===== src/rtl/rs_symfix.sv =====
module rs_symfix #(
  parameter int DATA_BYTES  = 2048,
  parameter int SPARE_BYTES = 64,
  parameter int MAX_ERR     = 4,
  parameter int MAX_POS     = 1374,
  parameter int PW          = 12,
  parameter int SYM_W       = 12,
  parameter int CNT_W       = 16,
  parameter int AW          = $clog2(DATA_BYTES + SPARE_BYTES),
  parameter int NW          = $clog2(MAX_ERR + 1)
) (
  input  logic                     clk,
  input  logic                     rst_n,
  input  logic                     start,
  input  logic                     ecc_flag,
  input  logic [NW-1:0]            err_n,
  input  logic [MAX_ERR*PW-1:0]    err_pos,
  input  logic [MAX_ERR*SYM_W-1:0] err_pat,
  output logic                     busy,
  output logic                     done,
  output logic                     mem_en,
  output logic                     mem_we,
  output logic [AW-1:0]            mem_addr,
  output logic [7:0]               mem_wdata,
  input  logic [7:0]               mem_rdata,
  output logic [CNT_W-1:0]         corr_count,
  output logic [CNT_W-1:0]         fail_count
);

  localparam int IW = (MAX_ERR > 1) ? $clog2(MAX_ERR) : 1;

  typedef enum logic [1:0] {S_IDLE, S_CHK, S_RD, S_WR} st_t;

  st_t               st;
  logic              gate_r, half, done_q;
  logic [NW-1:0]     n_r;
  logic [IW-1:0]     idx;
  logic [PW-1:0]     pos_r [MAX_ERR];
  logic [SYM_W-1:0]  pat_r [MAX_ERR];
  logic [CNT_W-1:0]  corr_q, fail_q;
  logic [MAX_ERR-1:0] bad_v;

  for (genvar g = 0; g < MAX_ERR; g++) begin : g_chk
    assign bad_v[g] = (n_r > NW'(g)) &&
                      ((pos_r[g] > PW'(MAX_POS)) ||
                       (pos_r[g] == '0 && pat_r[g] > SYM_W'(255)));
  end

  logic [PW-1:0]    cur_p;
  logic [SYM_W-1:0] cur_pat;
  logic [PW:0]      tri_v, addr0, addr1;
  logic [7:0]       mask0, mask1;
  logic             is_zero, is_odd, two_bytes, last_sym;

  assign cur_p     = pos_r[idx];
  assign cur_pat   = pat_r[idx];
  assign tri_v     = {1'b0, cur_p} + {2'b0, cur_p[PW-1:1]};
  assign is_zero   = (cur_p == '0);
  assign is_odd    = cur_p[0];
  assign two_bytes = !is_zero;
  assign last_sym  = (NW'(idx) + NW'(1)) == n_r;

  assign addr0 = is_odd ? tri_v : (is_zero ? '0 : tri_v - (PW+1)'(1));
  assign addr1 = is_odd ? tri_v + (PW+1)'(1) : tri_v;
  assign mask0 = is_odd ? cur_pat[11:4] : (is_zero ? cur_pat[7:0] : {4'h0, cur_pat[11:8]});
  assign mask1 = is_odd ? {cur_pat[3:0], 4'h0} : cur_pat[7:0];

  assign mem_en     = (st == S_RD) || (st == S_WR);
  assign mem_we     = (st == S_WR);
  assign mem_addr   = AW'(half ? addr1 : addr0);
  assign mem_wdata  = mem_rdata ^ (half ? mask1 : mask0);
  assign busy       = (st != S_IDLE);
  assign done       = done_q;
  assign corr_count = corr_q;
  assign fail_count = fail_q;

  always_ff @(posedge clk or negedge rst_n) begin
    if (!rst_n) begin
      st     <= S_IDLE;
      gate_r <= 1'b0;
      half   <= 1'b0;
      done_q <= 1'b0;
      n_r    <= '0;
      idx    <= '0;
      corr_q <= '0;
      fail_q <= '0;
      for (int i = 0; i < MAX_ERR; i++) begin
        pos_r[i] <= '0;
        pat_r[i] <= '0;
      end
    end else begin
      done_q <= 1'b0;
      case (st)
        S_IDLE: if (start) begin
          gate_r <= ecc_flag;
          n_r    <= (err_n > NW'(MAX_ERR)) ? NW'(MAX_ERR) : err_n;
          for (int i = 0; i < MAX_ERR; i++) begin
            pos_r[i] <= err_pos[i*PW +: PW];
            pat_r[i] <= err_pat[i*SYM_W +: SYM_W];
          end
          st <= S_CHK;
        end
        S_CHK: begin
          idx  <= '0;
          half <= 1'b0;
          if (!gate_r || n_r == '0) begin
            done_q <= 1'b1;
            st     <= S_IDLE;
          end else if (|bad_v) begin
            fail_q <= fail_q + CNT_W'(1);
            done_q <= 1'b1;
            st     <= S_IDLE;
          end else begin
            st <= S_RD;
          end
        end
        S_RD: st <= S_WR;
        S_WR: begin
          if (two_bytes && !half) begin
            half <= 1'b1;
            st   <= S_RD;
          end else if (last_sym) begin
            corr_q <= corr_q + CNT_W'(n_r);
            done_q <= 1'b1;
            half   <= 1'b0;
            st     <= S_IDLE;
          end else begin
            idx  <= idx + IW'(1);
            half <= 1'b0;
            st   <= S_RD;
          end
        end
        default: st <= S_IDLE;
      endcase
    end
  end

  a_r9_write_after_read: assert property (@(posedge clk) disable iff (!rst_n)
    (mem_en && mem_we) |-> ($past(mem_en && !mem_we) && mem_addr == $past(mem_addr)));

  a_r9_read_then_write: assert property (@(posedge clk) disable iff (!rst_n)
    (mem_en && !mem_we) |=> (mem_en && mem_we));

  a_r10_done_single: assert property (@(posedge clk) disable iff (!rst_n)
    done |=> !done);

  a_r10_fail_step: assert property (@(posedge clk) disable iff (!rst_n)
    (fail_q != $past(fail_q)) |-> (done && fail_q == $past(fail_q) + CNT_W'(1) && corr_q == $past(corr_q)));

  a_r1_gate_quiet: assert property (@(posedge clk) disable iff (!rst_n)
    (done && !gate_r) |-> (corr_q == $past(corr_q) && fail_q == $past(fail_q)));

  a_r2_no_access_bad: assert property (@(posedge clk) disable iff (!rst_n)
    mem_en |-> !(|bad_v));

  a_r7_addr_range: assert property (@(posedge clk) disable iff (!rst_n)
    mem_en |-> ({1'b0, mem_addr} < (AW+1)'(DATA_BYTES + SPARE_BYTES)));

  a_r11_hold: assert property (@(posedge clk) disable iff (!rst_n)
    (busy && start) |=> $stable(n_r));

endmodule


===== config.mk =====
export PLATFORM = sky130hd
export DESIGN_NAME = rs_symfix
export DESIGN_NICKNAME = d
export VERILOG_FILES = /design/src/rtl/rs_symfix.sv
export SDC_FILE = /design/constraint.sdc
export NUM_CORES = 1
export LEC_CHECK = 0
export BUFFER_PORTS_ARGS = -buffer_cell sky130_fd_sc_hd__buf_4
export CAP_MARGIN = 20
export CORE_MARGIN = 2
export CORE_UTILIZATION = 43
export CTS_CLUSTER_DIAMETER = 120
export DETAILED_ROUTE_END_ITERATION = 6
export GPL_TIMING_DRIVEN = 0
export PLACE_DENSITY = 0.79
export SLEW_MARGIN = 15
export SYNTH_ARGS = -nofsm -noshare
export SYNTH_HDL_FRONTEND = slang
export SYNTH_SLANG_ARGS = --single-unit

===== constraint.sdc =====
create_clock -name clk -period 4.7 [get_ports clk]
set_input_delay 0.705 -clock clk [delete_from_list [all_inputs] [get_ports clk]]
set_output_delay 0.705 -clock clk [all_outputs]
set_load 0.05 [all_outputs]

==> results.json <==
{
  "status": "finished with violations",
  "violations": "negative setup slack",
  "synthesis.area_um2": 8070,
  "synth-seq-cells": 138,
  "ctsHoldBuffers": 0,
  "grt_max_degree": 79,
  "place_hpwl_mm": 16.6,
  "synth-adder-area-share_pct": 4.37,
  "netlist.area_leader.share_pct": 42.8,
  "avgViaCountPerCell": 5.78,
  "ant_nets": 0,
  "drtIter0Drc": 511,
  "port_buffers": 166,
  "n_fill_cell": 1466,
  "syn_inst": 722,
  "ys_types": 62,
  "worstMarginPinSlew_ns": 0.918,
  "async_reset_ff_share_pct": 100,
  "num_rows": 50,
  "totalNegativeSetupSlack_ns": -1.04,
  "slew_violations": 0,
  "synth_top_family_by_area": "multiplexers",
  "vias": 6901,
  "worstPathArrival_ns": 4.22,
  "cts-root-buf": "clkbuf_16",
  "r2r_end": "corr_count[7]",
  "grt_overflow": 0,
  "synth_top_cell_by_area": "dfrtp_1",
  "worstRegToRegCells": 12,
  "ios": 167,
  "start_util_pct": 43.4,
  "max_freq_ghz": 0.203,
  "fin_skew_ns": 0.0100,
  "slowest_delay_ns": 0.40,
  "synth-main-ff-cell": "dfrtp_1",
  "synth_xor_area_share_pct": 6.73,
  "synthSimpleGateAreaFrac_pct": 11.8,
  "ctsHtreeMaxLevel": 4,
  "totalWireLength_mm": 23.5,
  "antenna_found_initial": 0,
  "yosysSeqAreaShare_pct": 42.8,
  "synthMuxAreaShare_pct": 21.0,
  "hold_violations": 0,
  "critPathLaunchType": "flop",
  "routedWlPerCell_um": 19.7,
  "clk_latency_ns": 0.42,
  "dr.pass1.iters": 5,
  "slew_headroom_pct": 38.3,
  "clkSinkCount": 138,
  "fin_ws_ns": -0.224,
  "synth_edf_count": 0,
  "cp_slowest_cell": "fa_2",
  "hold_path_class": "in -> async",
  "crit_fanout": 4,
  "antennaDiodeCount": 0,
  "cp-end-kind": "output pin",
  "core-area_um2": 18600,
  "yosys_warnings": 0,
  "synth_compound_area_share_pct": 10.3,
  "areaGrowthSynthToFinish_pct": 37.5,
  "synthTopCellsByArea": "dfrtp_1 (43%), mux2_2 (14%), mux4_2 (6.4%)",
  "critPathKind": "reg -> out",
  "syn_nets": 860,
  "max_cap_violations": 0,
  "worstReg2RegStart": "idx[0]",
  "rsz0062_at_grt": "true",
  "first_global_vias": 7051,
  "die_y_um": 141,
  "hold_ws_ns": 0.222,
  "finalCritPeriodShare_pct": 105,
  "path_clk_slew_ns": 0.06,
  "die_area_um2": 19900,
  "avgSynthCellArea_um2": 11.2,
  "cp_cell_sequence": "buf_6, mux2_4, o21ai_4, inv_4, clkbuf_16, buf_8, ha_4, fa_2, a21oi_4, nor2_2, o22ai_2, xor2_2, buf_4, or3_1, or3_1, nand4_1, buf_6",
  "reg2reg_slack_ns": 1.01,
  "post-route-drc-count": 0,
  "cts_buffer_depth": 2,
  "numCtsBuffers": 17,
  "grt.total_usage_pct": 24.1,
  "cp.required_ns": 3.99,
  "tritoncts": "yes",
  "period_needed_ns": 4.92,
  "num-nets-final": 1086,
  "routabilityCongestion": 0.910,
  "die_x_um": 141,
  "setup_violations": 6,
  "drive_above_1_share_pct": 44.3,
  "grt_pass1_wl_mm": 37.6
}
## cell usage in the layout (no fill, tap or decap), types with 4 or more instances in the layout
cell type,instances
o211ai_1,5
mux2_2,101
o221ai_1,4
buf_4,194
buf_6,15
a31oi_1,4
a22o_1,8
nand4_1,20
dfrtp_1,138
a211oi_1,4
a21oi_1,33
and3_1,7
clkbuf_1,23
a21o_1,6
or2_2,4
ha_4,5
nand3_2,5
xnor2_1,30
clkbuf_16,18
or4_1,6
nor2_1,30
xor2_1,26
nand2_1,37
nor3_1,11
o21bai_1,5
nor4_1,12
nand3_1,28
inv_1,24
o21ai_0,16
bufinv_16,6
mux4_2,23
ha_1,18
## area by class of cell
type / count / area [µm²] / share of cell area, %
clock inverters: 12 / 221 / 2.00
multi-input cells: 523 / 4700 / 42.3
inverters: 27 / 104 / 0.936
repair buffers: 207 / 1640 / 14.8
clock buffers: 19 / 443 / 3.99
well taps: 234 / 293 / 2.64
plain buffers: 34 / 244 / 2.20
flip-flops and latches: 138 / 3450 / 31.1
## how the worst max path moves through the flow
stage                   endpoint  cells after the start  slack [ns]   start
finish              mem_addr[11]                     17       -0.22  idx[1]
global route        mem_addr[10]                     18       -0.39  idx[1]
CTS                 mem_addr[11]                     14       -0.19  idx[0]
detailed placement  mem_addr[11]                     16       -0.44  idx[1]
global placement    mem_addr[11]                     16       -0.44  idx[1]
floorplan           mem_addr[11]                     15       0.007  idx[1]
## layer usage
layer / vias up / wire length, µm / track usage (%)
li1: 3128 / - / -
met1: 3421 / 9120 / 29.7
met2: 297 / 12000 / 40.8
met3: 55 / 1800 / 6.73
met4: 0 / 634 / 8.74
met5: - / 0 / 0
## cell usage after synthesis, drive strengths merged (3+ instances only)
cell	count
nand3	33
nor3	14
o21bai	6
o221ai	4
o31ai	3
mux4	23
a22o	8
xnor2	32
mux2	102
o211ai	5
or3	3
nor2	32
a21oi	36
buf	11
xor2	30
o21ai	20
ha	25
a2111oi	3
or2	6
a21o	6
clkbuf	23
nand4	20
nand2	39
nor4	14
dfrtp	138
mux2i	3
or4	6
o21a	3
and3	7
inv	27
a31oi	5
a211oi	6
## per-stage QoR
stage	util [%]	worst slack (ns)	area, µm²	cells
2_1_floorplan	-	0.00745	8140	722
3_3_place_gp	52.1	-0.435	9670	1122
3_5_place_dp	52.3	-0.440	9710	1123
4_1_cts	59.2	-0.191	11000	1190
5_1_grt	59.7	-0.394	11100	1194
6_report	59.7	-0.224	11100	1194
## state kept, by name, summed over array words and instances (netlist names)
| name | cells |
|---|---|
| pat_r | 48 |
| done | 1 |
| fail_count | 16 |
| st | 2 |
| gate_r | 1 |
| n_r | 3 |
| idx | 2 |
| corr_count | 16 |
| pos_r | 48 |
| half | 1 |
## critical path, delay by kind of cell, from the launching register on
family | cells | cell delay [ns]
and+or+nand+nor | 4 | 0.96
buffers and inverters | 6 | 0.77
AOI/OAI and AO/OA | 3 | 0.68
adders and majority gates | 2 | 0.55
DFF | 1 | 0.39
muxes | 1 | 0.31
xor gates and xnor gates | 1 | 0.11
## what timing repair did
| item | in CTS | in global routing |
|---|---|---|
| gates cloned | 1 | 0 |
| pin swaps | 31 | 12 |
| setup buffers | 35 | 4 |
| hold endpoints to repair | 0 | 0 |
| gates resized for setup | 67 | 17 |
| setup endpoints to repair | 10 | 9 |
## cell families after synthesis
logic type,Yosys count
AND/OR/NAND/NOR,184
flip-flops,138
multiplexers,128
AO/OA/AOI/OAI,122
XOR/XNOR,62
buffers and inverters,61
adder cells (fa/ha/maj),27
Power is left out: the tool's default activity adds up to more than one toggle a clock period on the data nets, which glitch-free logic cannot reach.
